<file path="config.mk">
export PLATFORM = sky130hd
export DESIGN_NAME = rom_rd_ctrl
export DESIGN_NICKNAME = d
export VERILOG_FILES = /design/src/rtl/rom_rd_pkg.sv /design/src/rtl/rom_rd_timer.sv /design/src/rtl/rom_rd_pins.sv /design/src/rtl/rom_rd_ctrl.sv
export SDC_FILE = /design/constraint.sdc
export NUM_CORES = 1
export LEC_CHECK = 0
export ABC_AREA = 1
export ABC_CLOCK_PERIOD_IN_PS = 1500
export BUFFER_PORTS_ARGS = -buffer_cell sky130_fd_sc_hd__buf_4
export CELL_PAD_IN_SITES_DETAIL_PLACEMENT = 1
export CELL_PAD_IN_SITES_GLOBAL_PLACEMENT = 1
export CORE_UTILIZATION = 32
export DETAILED_ROUTE_END_ITERATION = 10
export GPL_ROUTABILITY_DRIVEN = 0
export PLACE_DENSITY_LB_ADDON = 0.1
export SYNTH_ARGS = -nofsm -noshare
export SYNTH_HDL_FRONTEND = slang
export SYNTH_SLANG_ARGS = --single-unit
</file>
<file path="constraint.sdc">
create_clock -name clk_i -period 1.5 [get_ports clk_i]
set_clock_uncertainty 0.15 [all_clocks]
set_input_delay 0.075 -clock clk_i [delete_from_list [all_inputs] [get_ports clk_i]]
set_output_delay 0.075 -clock clk_i [all_outputs]
set_load 0.05 [all_outputs]
</file>
<file path="src/rtl/rom_rd_pkg.sv">
package rom_rd_pkg;

    typedef enum logic [1:0] {
        ST_IDLE = 2'd0,
        ST_ADDR = 2'd1,
        ST_WAIT = 2'd2,
        ST_CAPT = 2'd3
    } rd_state_e;

endpackage

</file>
<file path="src/rtl/rom_rd_timer.sv">
module rom_rd_timer #(
    parameter int CW = 4
) (
    input  logic          clk_i,
    input  logic          rst_ni,
    input  logic          load_i,
    input  logic [CW-1:0] val_i,
    output logic [CW-1:0] cnt_o,
    output logic          zero_o
);
    logic [CW-1:0] cnt_d, cnt_q;

    always_comb begin
        cnt_d = cnt_q;
        if (load_i) begin
            cnt_d = val_i;
        end else if (cnt_q != '0) begin
            cnt_d = cnt_q - 1'b1;
        end
    end

    always_ff @(posedge clk_i or negedge rst_ni) begin
        if (!rst_ni) cnt_q <= '0;
        else         cnt_q <= cnt_d;
    end

    assign cnt_o  = cnt_q;
    assign zero_o = (cnt_q == '0);

endmodule

</file>
<file path="src/rtl/rom_rd_pins.sv">
module rom_rd_pins #(
    parameter int AW = 22,
    parameter int DW = 16
) (
    input  logic          byte_mode_i,
    input  logic [AW:0]   haddr_i,
    input  logic [DW-1:0] rom_d_i,
    output logic [AW-1:0] rom_addr_o,
    output logic          top_o,
    output logic          top_oe_o,
    output logic          wide_o,
    output logic [DW-1:0] rdata_o
);
    localparam int BW = DW / 2;

    always_comb begin
        if (byte_mode_i) begin
            rom_addr_o = haddr_i[AW:1];
            top_o      = haddr_i[0];
            top_oe_o   = 1'b1;
            wide_o     = 1'b0;
            rdata_o    = {{(DW-BW){1'b0}}, rom_d_i[BW-1:0]};
        end else begin
            rom_addr_o = haddr_i[AW-1:0];
            top_o      = 1'b0;
            top_oe_o   = 1'b0;
            wide_o     = 1'b1;
            rdata_o    = rom_d_i;
        end
    end

endmodule

</file>
<file path="src/rtl/rom_rd_ctrl.sv">
module rom_rd_ctrl
    import rom_rd_pkg::*;
#(
    parameter int AW    = 22,
    parameter int DW    = 16,
    parameter int T_ACC = 15,
    parameter int T_OE  = 7,
    parameter int T_DF  = 3
) (
    input  logic          clk_i,
    input  logic          rst_ni,
    input  logic          req_i,
    input  logic          mode_byte_i,
    input  logic [AW:0]   haddr_i,
    output logic          ready_o,
    output logic          rvalid_o,
    output logic [DW-1:0] rdata_o,
    output logic [AW-1:0] rom_addr_o,
    output logic          rom_ce_n_o,
    output logic          rom_oe_n_o,
    output logic          rom_wide_o,
    output logic          rom_top_o,
    output logic          rom_top_oe_o,
    input  logic [DW-1:0] rom_d_i
);
    localparam int TMAX = (T_ACC > T_DF) ? T_ACC : T_DF;
    localparam int CW   = $clog2(TMAX + 1);
    localparam int AGW  = CW + 1;
    localparam logic [CW-1:0] ACC_C = CW'(T_ACC);
    localparam logic [CW-1:0] DF_C  = CW'(T_DF);
    localparam logic [CW-1:0] OE_C  = CW'((T_OE < TMAX) ? T_OE : TMAX);
    localparam logic          OE_LATE = (T_ACC > T_OE);

    typedef struct packed {
        rd_state_e     st;
        logic [AW:0]   haddr;
        logic          byte_m;
        logic          ce_n;
        logic          oe_n;
        logic          rvalid;
        logic [DW-1:0] rdata;
    } regs_t;

    regs_t r_d, r_q;

    logic          t_load;
    logic [CW-1:0] t_val;
    logic [CW-1:0] t_cnt;
    logic          t_zero;
    logic [CW-1:0] t_next;
    logic [DW-1:0] pin_rdata;

    rom_rd_timer #(.CW(CW)) u_timer (
        .clk_i  (clk_i),
        .rst_ni (rst_ni),
        .load_i (t_load),
        .val_i  (t_val),
        .cnt_o  (t_cnt),
        .zero_o (t_zero)
    );

    rom_rd_pins #(.AW(AW), .DW(DW)) u_pins (
        .byte_mode_i (r_q.byte_m),
        .haddr_i     (r_q.haddr),
        .rom_d_i     (rom_d_i),
        .rom_addr_o  (rom_addr_o),
        .top_o       (rom_top_o),
        .top_oe_o    (rom_top_oe_o),
        .wide_o      (rom_wide_o),
        .rdata_o     (pin_rdata)
    );

    assign t_next = t_cnt - 1'b1;

    always_comb begin
        r_d        = r_q;
        r_d.rvalid = 1'b0;
        t_load     = 1'b0;
        t_val      = ACC_C;
        unique case (r_q.st)
            ST_IDLE: begin
                if (req_i && t_zero) begin
                    r_d.st     = ST_ADDR;
                    r_d.haddr  = haddr_i;
                    r_d.byte_m = mode_byte_i;
                    r_d.ce_n   = 1'b0;
                    r_d.oe_n   = OE_LATE;
                    t_load     = 1'b1;
                    t_val      = ACC_C;
                end
            end
            ST_ADDR: begin
                r_d.st   = ST_WAIT;
                r_d.oe_n = (t_next > OE_C);
            end
            ST_WAIT: begin
                r_d.oe_n = (t_next > OE_C);
                if (t_cnt == CW'(1)) begin
                    r_d.st     = ST_CAPT;
                    r_d.rvalid = 1'b1;
                    r_d.rdata  = pin_rdata;
                end
            end
            ST_CAPT: begin
                r_d.st   = ST_IDLE;
                r_d.ce_n = 1'b1;
                r_d.oe_n = 1'b1;
                t_load   = 1'b1;
                t_val    = DF_C;
            end
            default: r_d.st = ST_IDLE;
        endcase
    end

    always_ff @(posedge clk_i or negedge rst_ni) begin
        if (!rst_ni) begin
            r_q        <= '0;
            r_q.st     <= ST_IDLE;
            r_q.ce_n   <= 1'b1;
            r_q.oe_n   <= 1'b1;
        end else begin
            r_q <= r_d;
        end
    end

    assign ready_o    = (r_q.st == ST_IDLE) && t_zero;
    assign rvalid_o   = r_q.rvalid;
    assign rdata_o    = r_q.rdata;
    assign rom_ce_n_o = r_q.ce_n;
    assign rom_oe_n_o = r_q.oe_n;

    // Cycle counters used only by the checks below
    logic [AGW-1:0] ce_low_q, ce_high_q;
    localparam logic [AGW-1:0] AG_MAX = '1;

    always_ff @(posedge clk_i or negedge rst_ni) begin
        if (!rst_ni) begin
            ce_low_q  <= '0;
            ce_high_q <= AG_MAX;
        end else begin
            ce_low_q  <= rom_ce_n_o ? '0 : ((ce_low_q == AG_MAX) ? AG_MAX : ce_low_q + 1'b1);
            ce_high_q <= !rom_ce_n_o ? '0 : ((ce_high_q == AG_MAX) ? AG_MAX : ce_high_q + 1'b1);
        end
    end

    AST_CAPT_AFTER_ACCESS: assert property (@(posedge clk_i) disable iff (!rst_ni)
        rvalid_o |-> (ce_low_q >= AGW'(T_ACC)));
    AST_VALID_ONE_CYCLE: assert property (@(posedge clk_i) disable iff (!rst_ni)
        rvalid_o |=> !rvalid_o);
    AST_OE_UNDER_CE: assert property (@(posedge clk_i) disable iff (!rst_ni)
        !rom_oe_n_o |-> !rom_ce_n_o);
    AST_PINS_HELD: assert property (@(posedge clk_i) disable iff (!rst_ni)
        (!rom_ce_n_o && !$past(rom_ce_n_o)) |->
            ($stable(rom_addr_o) && $stable(rom_top_o) && $stable(rom_wide_o)));
    AST_TURNOFF_WAIT: assert property (@(posedge clk_i) disable iff (!rst_ni)
        ready_o |-> (ce_high_q >= AGW'(T_DF)));
    AST_BUSY_REQ_DROPPED: assert property (@(posedge clk_i) disable iff (!rst_ni)
        !ready_o |=> !$fell(rom_ce_n_o));
    AST_READY_STANDBY: assert property (@(posedge clk_i) disable iff (!rst_ni)
        ready_o |-> (rom_ce_n_o && rom_oe_n_o));

endmodule

</file>
Word-level counts from Yosys, hierarchy flattened --
Cells that the tools add are included.
Storage, ports and cells: register bits after elaboration 49, bits in latches 0, RAM bits 0, bits in read-only memories 0, input bits 43, output and inout bits 45, word-level logic and storage cells 45, memories kept 0
Operators by class: $add $sub $neg 1, multipliers 0, div/mod/pow operators 0, order comparisons 1, equal/unequal tests 6, shifts and indexed selects 0, multiplexer cells 17, bitwise logic cells 0, reductions and logical operators 12
Operators with widths (count):
- $mux W17 | 2
- $mux W28 | 1
- $mux W22 | 1
- $mux W16 | 1
- $mux W4 | 3
- $pmux W2 S4 | 1
- $reduce_and A2 Y1 | 4
- $eq A2 B2 Y1 const B | 2
- $eq A4 B1 Y1 const B | 1
- $gt A4 B3 Y1 const B | 1
- $logic_not A4 Y1 | 1
- $mux W1 | 4
- $ne A2 B2 Y1 const B | 2
- $pmux W1 S2 | 2
- $reduce_bool A2 Y1 | 2
- $reduce_bool A4 Y1 | 1
- $sub A4 B1 Y4 const B | 1
- $pmux W1 S3 | 1
- $eq A2 B1 Y1 const B | 1
- $logic_and A1 B1 Y1 | 2
- $logic_not A2 Y1 | 1
- $mux W2 | 1
- $reduce_or A2 Y1 | 1

Longest topological paths before layout --
Gate-level depths: netlist (run 1).
word-level depth 5, depth in mapped cells 8, gate-level depth less buffers 7

Cells and area by module --
Synthesis (run 1) repeated with hierarchy kept, for this count alone.
Unflattened totals: cells, all modules 361, area, all modules 2658.8 um^2
Modules (own cells, without submodules):
- rom_rd_ctrl | times used 1, cells an instance 228, area an instance 2004.4 um^2
- rom_rd_pins | times used 1, cells an instance 99, area an instance 411.6 um^2
- rom_rd_timer | times used 1, cells an instance 34, area an instance 242.7 um^2

Worst setup path after synthesis (run 1) --
OpenSTA, ideal clock, no wires.
kind register -> output, start register r_q[19] (netlist name), end output rom_addr_o[0], data arrival time 2.079 ns, data required time 1.275 ns, setup slack -0.804 ns, stages on the path, launching flop included 4, path through dfrtp_1 > buf_2 > clkbuf_1 > o21ai_0
Between the ends: cells in the longest elaborated chain, start to end 1
Ends and longest elaborated chain:
- from (decl) | line rom_rd_ctrl.sv:44 | regs_t r_d, r_q;
- from (signal assigned) | line rom_rd_ctrl.sv:122 | r_q <= r_d;
- $mux W22 | line rom_rd_pins.sv:17 | if (byte_mode_i) begin
- to (decl) | line rom_rd_ctrl.sv:18 | output logic [AW-1:0] rom_addr_o,
Every way passes these cells.

Final worst setup path (run 1) --
start register r_q[19] (netlist name), end output rom_addr_o[10]
The elaborated chain is that of the path after synthesis.

==> key figures, run 1 <==
Status
  – Outcome: finished with violations
  – Failing checks: setup timing

Route
  – M1 wire length: 3093 microns
  – WL met3: 299 microns
  – Routed vias/inst: 4.548
  – DR pass1 iterations: 4
  – Initial DRC Count: 84
  – Post-Route WL: 7808 microns
  – DR WL/cell: 14.30 microns
  – Drt drc: 0
  – Top Metal Used: met4
  – Vias post-DR: 2483
  – ANT nets after route: 0
  – Wire length on met2: 4350 microns

Timing
  – Fin worst setup slack: -83.01 ps
  – RSZ-0062 raised after global routing: yes
  – Worst-margin pin slew: 652.2 ps
  – Fmax: 0.6317 GHz
  – Max-slew violations: 0
  – Fin crit period: 1583 ps
  – Final TNS setup: -1011 ps
  – Fin crit share: 105.5%
  – Worst relative slew slack: 56.52%
  – Final Setup Violations: 40
  – Fin. Hold Viols: 0

Clock network
  – Clock Sinks: 49
  – CTS tree: yes
  – Worst-Skew Late Latency: 300 ps
  – Clk buf depth: 2
  – CTS root buffer: clkbuf_8
  – Clock-pin transition on the worst setup and hold timing paths: 100 ps
  – TritonCTS buffer count: 5
  – H-tree levels: 2

Layout
  – Layout net count: 496
  – Area of the multi-input gates: 0.001311 sq mm
  – Register area: 0.001231 sq mm
  – # fillers: 814
  – Final Cell Area: 0.004469 sq mm
  – Layout area overhead: 81.78%
  – Most frequent cells in the layout: buf_4 (85), nand2_1 (78), dfrtp_1 (45)
  – Layout cells sized above 1: 48.77%
  – # diodes: 0
  – Most common cell after layout, fill and taps aside: buf_4

Flow run
  – Max cap viols: 0

Critical path
  – WS Path Type: flop to output port
  – Worst path bufs/invs: 2
  – CP max-delay cell: dfrtp_2
  – Crit end category: output port
  – CP Launch Type: flop
  – Req. time, crit path: 1270 ps
  – Levels on crit path: 4
  – FF-to-FF path depth: 8
  – Worst Path Arrival: 1360 ps
  – Worst path top cell family by delay: flip-flops
  – Worst path cell trace: buf_12 > nand2_1 > o21ai_4 > buf_8
  – Delay of the slowest critical-path stage: 420 ps
  – Worst-path fanout max: 24

Logic synthesis
  – Seq cells post-synth: 49
  – Yosys warning total: 0
  – Post-Synthesis Cells: 306
  – Synth Net Count: 356
  – Post-synth top area share: 47.84%
  – Sequential area share after synthesis: 49.97%
  – Distinct cell type count after synthesis: 22
  – Asr flop ratio synth: 100.0%
  – Main flop type after synthesis: dfrtp_1
  – Post-synth EDFFs: 0
  – Mapped Area: 0.002459 sq mm
  – Synth area leader: dfrtp_1
  – Syn_area_per_cell: 8.035 sq um
  – Top cells by area, synth: dfrtp_1 (48%), nand2_1 (17%), o21ai_0 (10%), inv_1 (5.0%), buf_4 (4.9%)

Floorplan
  – Ports: 88
  – Initial core utilization: 33.54%
  – Core box area: 0.007331 sq mm
  – Die height: 89.66 microns
  – DIE WIDTH: 89.66 microns
  – # rows: 31
  – Die ar.: 0.008038 sq mm

Placed design
  – DP HPWL: 4518 microns
  – IO buf count: 87
  – Placed inst area: 0.003393 sq mm

GRT
  – Vias in the first global route: 2563
  – Grt ovf: 0
  – First-pass GRT wire length: 11770 microns
  – Total track usage: 19.29%
  – Initial antenna violation count: 0
  – Pin count of the biggest net entering global routing: 50

Hold path
  – Hold Path Class: primary input to flop
  – Worst Hold Path Cells: 5
==> sequential cells by signal (all words and copies together), names as in the netlist <==
signal / count
rdata_o: 16
r_q: 26
u_timer.cnt_o: 4
rvalid_o: 1
rom_ce_n_o: 1
rom_oe_n_o: 1
==> cells in the mapped netlist, types with 2 or more instances <==
cell,number
buf_4,16
dfrtp_1,47
nand2_1,112
nor2_1,6
buf_6,3
buf_2,2
ha_1,7
o21ai_0,50
dfstp_2,2
clkinv_1,2
clkbuf_1,6
o21ai_1,6
inv_1,33
nand3_1,6
==> stage by stage <==
step / util [%] / cells / hold WS, ps / worst slack, ps
6_report: 60.97 / 546 / 66.17 / -83.01
5_1_grt: 60.97 / 546 / 82.32 / -153.8
3_3_place_gp: 46.29 / 474 / 4.908 / -38.17
2_1_floorplan: - / 306 / -370.6 / -111.0
3_5_place_dp: 46.29 / 474 / -8.894 / -79.03
4_1_cts: 57.86 / 538 / 45.22 / -82.78
==> kinds of logic after synthesis <==
group           count (synthesis)  share of synthesized area (%)
buf+inv                        64                          13.28
compound gates                 57                          11.60
simple gates                  128                          21.22
xor+xnor                        1                         0.3563
fa+ha+maj                       7                          3.562
flops                          49                          49.97
==> layer usage <==
metal  up-vias  GRT usage (%)
met3         8          3.565
met4         0          3.752
li1       1218              -
met2        58          34.92
met5         -              0
met1      1199          24.05
==> worst reg2reg max path: cells and delay by family, from the launching register on <==
kind,cells,cell delay [ps]
buffers and inverters,4,500
adders and majority gates,1,150
and+or+nand+nor,2,200
AOI/OAI and AO/OA,1,80
DFF,1,400
==> area by class of cell <==
class,count,share of cell area (%)
Clock buffer,6,1.624
Clock inverter,2,0.3080
Inverter,36,3.555
Multi-Input combinational cell,193,29.34
Sequential cell,49,27.55
Tap cell,99,2.772
Timing Repair Buffer,161,34.85
==> timing repair <==
action / in CTS / in global routing
pin swaps: 5 / 6
gates resized for setup: 57 / 67
hold buffers: 41 / 0
endpoints found under the hold margin: 87 / 0
cloned: 1 / 2
endpoints found under the setup margin: 64 / 71
setup buffers: 14 / 6
==> worst paths after layout <==
check                            startpoint        endpoint  slack (ps)
hold / removal                        req_i      rom_oe_n_o          70
setup / recovery                    r_q[19]  rom_addr_o[10]         -80
hold reg to reg                  rom_oe_n_o      rom_oe_n_o         320
max in group asynchronous            rst_ni         r_q[19]         540
min in group asynchronous            rst_ni         r_q[35]         180
setup reg to reg           u_timer.cnt_o[0]         r_q[24]         -40
Power of run 1 is left out: the tool's default activity adds up to more than one toggle a clock period on the data nets, which glitch-free logic cannot reach.
==> inputs of run 2 (changes only) <==
--- a/config.mk
+++ b/config.mk
@@ -6,11 +6,12 @@
 export NUM_CORES = 1
 export LEC_CHECK = 0
 export ABC_AREA = 1
-export ABC_CLOCK_PERIOD_IN_PS = 1500
+export ABC_CLOCK_PERIOD_IN_PS = 1900
 export BUFFER_PORTS_ARGS = -buffer_cell sky130_fd_sc_hd__buf_4
+export CAP_MARGIN = 20
 export CELL_PAD_IN_SITES_DETAIL_PLACEMENT = 1
 export CELL_PAD_IN_SITES_GLOBAL_PLACEMENT = 1
-export CORE_UTILIZATION = 32
+export CORE_UTILIZATION = 38
 export DETAILED_ROUTE_END_ITERATION = 10
 export GPL_ROUTABILITY_DRIVEN = 0
 export PLACE_DENSITY_LB_ADDON = 0.1
==> constraint.sdc (replaced) <==
create_clock -name clk_i -period 1.9 [get_ports clk_i]
set_clock_uncertainty 0.15 [all_clocks]
set_input_delay 0.095 -clock clk_i [delete_from_list [all_inputs] [get_ports clk_i]]
set_output_delay 0.095 -clock clk_i [all_outputs]
set_load 0.05 [all_outputs]
==> key figures, run 2 (synthesis gave the netlist of run 1 again) <==
Status
  – Outcome: finished clean (was finished with violations)

Clock network
  – Clk buf depth: 2 (unchanged)
  – TritonCTS buffer count: 5 (unchanged)
  – CTS tree: yes (unchanged)
  – H-tree levels: 2 (unchanged)
  – Clock-pin transition on the worst setup and hold timing paths: 90 ps (was 100 ps)
  – CTS root buffer: clkbuf_8 (unchanged)
  – Clock Sinks: 49 (unchanged)
  – Worst-Skew Late Latency: 290 ps (was 300 ps)
  – Setup bufs post-CTS: 0 (was 14)

Timing
  – Fin crit share: 93.03%
  – Final Setup Violations: 0 (was 40)
  – Fin crit period: 1768 ps
  – Fin worst setup slack: 132.5 ps (was -83.01 ps)
  – Max-slew violations: 0 (unchanged)
  – Fmax: 0.5658 GHz
  – Worst-margin pin slew: 641.5 ps (was 652.2 ps)
  – Final TNS setup: 0 ps (was -1011 ps)
  – Worst relative slew slack: 57.24% (was 56.52%)
  – Fin. Hold Viols: 0 (unchanged)
  – Tightest hold margin: 12.82 ps (was 66.17 ps)
  – RSZ-0062 raised after global routing: no (was yes)

Placed design
  – IO buf count: 87 (unchanged)
  – Placed inst area: 0.003064 sq mm (was 0.003393 sq mm)
  – Worst slack at placement: 225.3 ps (was -79.03 ps)
  – DP HPWL: 4376 microns (was 4518 microns)

Floorplan
  – Die ar.: 0.006796 sq mm (was 0.008038 sq mm)
  – Core box area: 0.006096 sq mm (was 0.007331 sq mm)
  – Die height: 82.44 microns (was 89.66 microns)
  – # rows: 28 (was 31)
  – Ports: 88 (unchanged)
  – DIE WIDTH: 82.44 microns (was 89.66 microns)
  – Initial core utilization: 40.33% (was 33.54%)

GRT
  – First-pass GRT wire length: 10610 microns (was 11770 microns)
  – Grt ovf: 0 (unchanged)
  – Initial antenna violation count: 0 (unchanged)
  – Vias in the first global route: 2314 (was 2563)
  – Pin count of the biggest net entering global routing: 50 (unchanged)
  – Total track usage: 20.53% (was 19.29%)

Route
  – Post-Route WL: 6718 microns (was 7808 microns)
  – DR pass1 iterations: 4 (unchanged)
  – Drt drc: 0 (unchanged)
  – Initial DRC Count: 70 (was 84)
  – Routed vias/inst: 4.808 (was 4.548)
  – ANT nets after route: 0 (unchanged)
  – Vias post-DR: 2375 (was 2483)
  – DR WL/cell: 13.60 microns (was 14.30 microns)

Layout
  – # diodes: 0 (unchanged)
  – Final Cell Area: 0.003571 sq mm (was 0.004469 sq mm)
  – Most frequent cells in the layout: nand2_1 (112), buf_4 (91), dfrtp_1 (47) (was buf_4 (85), nand2_1 (78), dfrtp_1 (45))
  – Layout cells sized above 1: 25.54% (was 48.77%)
  – Largest register by flop count: r_q (unchanged)
  – Most common cell after layout, fill and taps aside: nand2_1 (was buf_4)
  – # fillers: 752 (was 814)
  – Max FFs per register: 26 (unchanged)
  – Layout net count: 468 (was 496)
  – Layout area overhead: 45.24% (was 81.78%)

Critical path
  – Worst path cell trace: inv_1 > ha_2 > nand2_1 > nor2_1 > buf_4 (was buf_12 > nand2_1 > o21ai_4 > buf_8)
  – CP Launch Type: flop (unchanged)
  – Worst path top cell family by delay: flip-flops (unchanged)
  – Delay of the slowest critical-path stage: 400 ps (was 420 ps)
  – Req. time, crit path: 1650 ps (was 1270 ps)
  – Worst path bufs/invs: 2 (unchanged)
  – Worst Path Arrival: 1520 ps (was 1360 ps)
  – WS Path Type: flop to output port (unchanged)
  – CP max-delay cell: dfrtp_1 (was dfrtp_2)
  – Worst-path fanout max: 5 (was 24)
  – Crit end category: output port (unchanged)

Flow run
  – Max cap viols: 0 (unchanged)

Hold path
  – Hold Path Class: primary input to flop (unchanged)
## run 2: cell type report
type	instances	area, sq um	share of cell area [%]
inverter	36	135.1	3.784
clock inverter	1	7.507	0.2102
timing repair buffer	133	1114	31.18
sequential	49	1229	34.41
clock buffer	7	86.33	2.418
tap	75	93.84	2.628
multi-input combinational	193	905.9	25.37
## run 2: routing by layer
layer	track usage [%]	part of all wire (%)	routed length, microns
met1	24.69	43	2858
met2	37.60	51	3446
met3	3.407	4.6	308
met4	5.439	1.5	104
met5	0	0	0
## run 2: through the flow
stage | std cells | util, %
after detailed placement | 445 | 50.27
after CTS | 494 | 58.54
after global placement | 445 | 50.27
after global routing | 494 | 58.58
after floorplan | 306 | -
final | 494 | 58.58
## run 2: worst paths after layout
check                                 start  cells after the start          endpoint  slack [ps]
max                        u_timer.cnt_o[0]                      5           ready_o         130
min                                   req_i                      4           r_q[42]          10
max reg2reg                         r_q[43]                      7  u_timer.cnt_o[3]         210
min reg2reg                      rom_oe_n_o                      2        rom_oe_n_o         330
max in group asynchronous            rst_ni                      2        rdata_o[8]         970
min in group asynchronous            rst_ni                      2           r_q[34]         190
## run 2: what timing repair did
item | 4_1_cts | 5_1_grt
endpoints found under the setup margin | 0 | 1
endpoints found under the hold margin | 87 | 0
gates resized for setup | 0 | 1
hold buffers | 41 | 0
## run 2: worst register-to-register path: cells and delay by family, from the launching register on
family / cells / cell delay [ps]
buf+inv: 3 / 410
fa+ha+maj: 1 / 290
flops: 1 / 390
simple gates: 3 / 380
Power of run 2 is left out for the same reason.
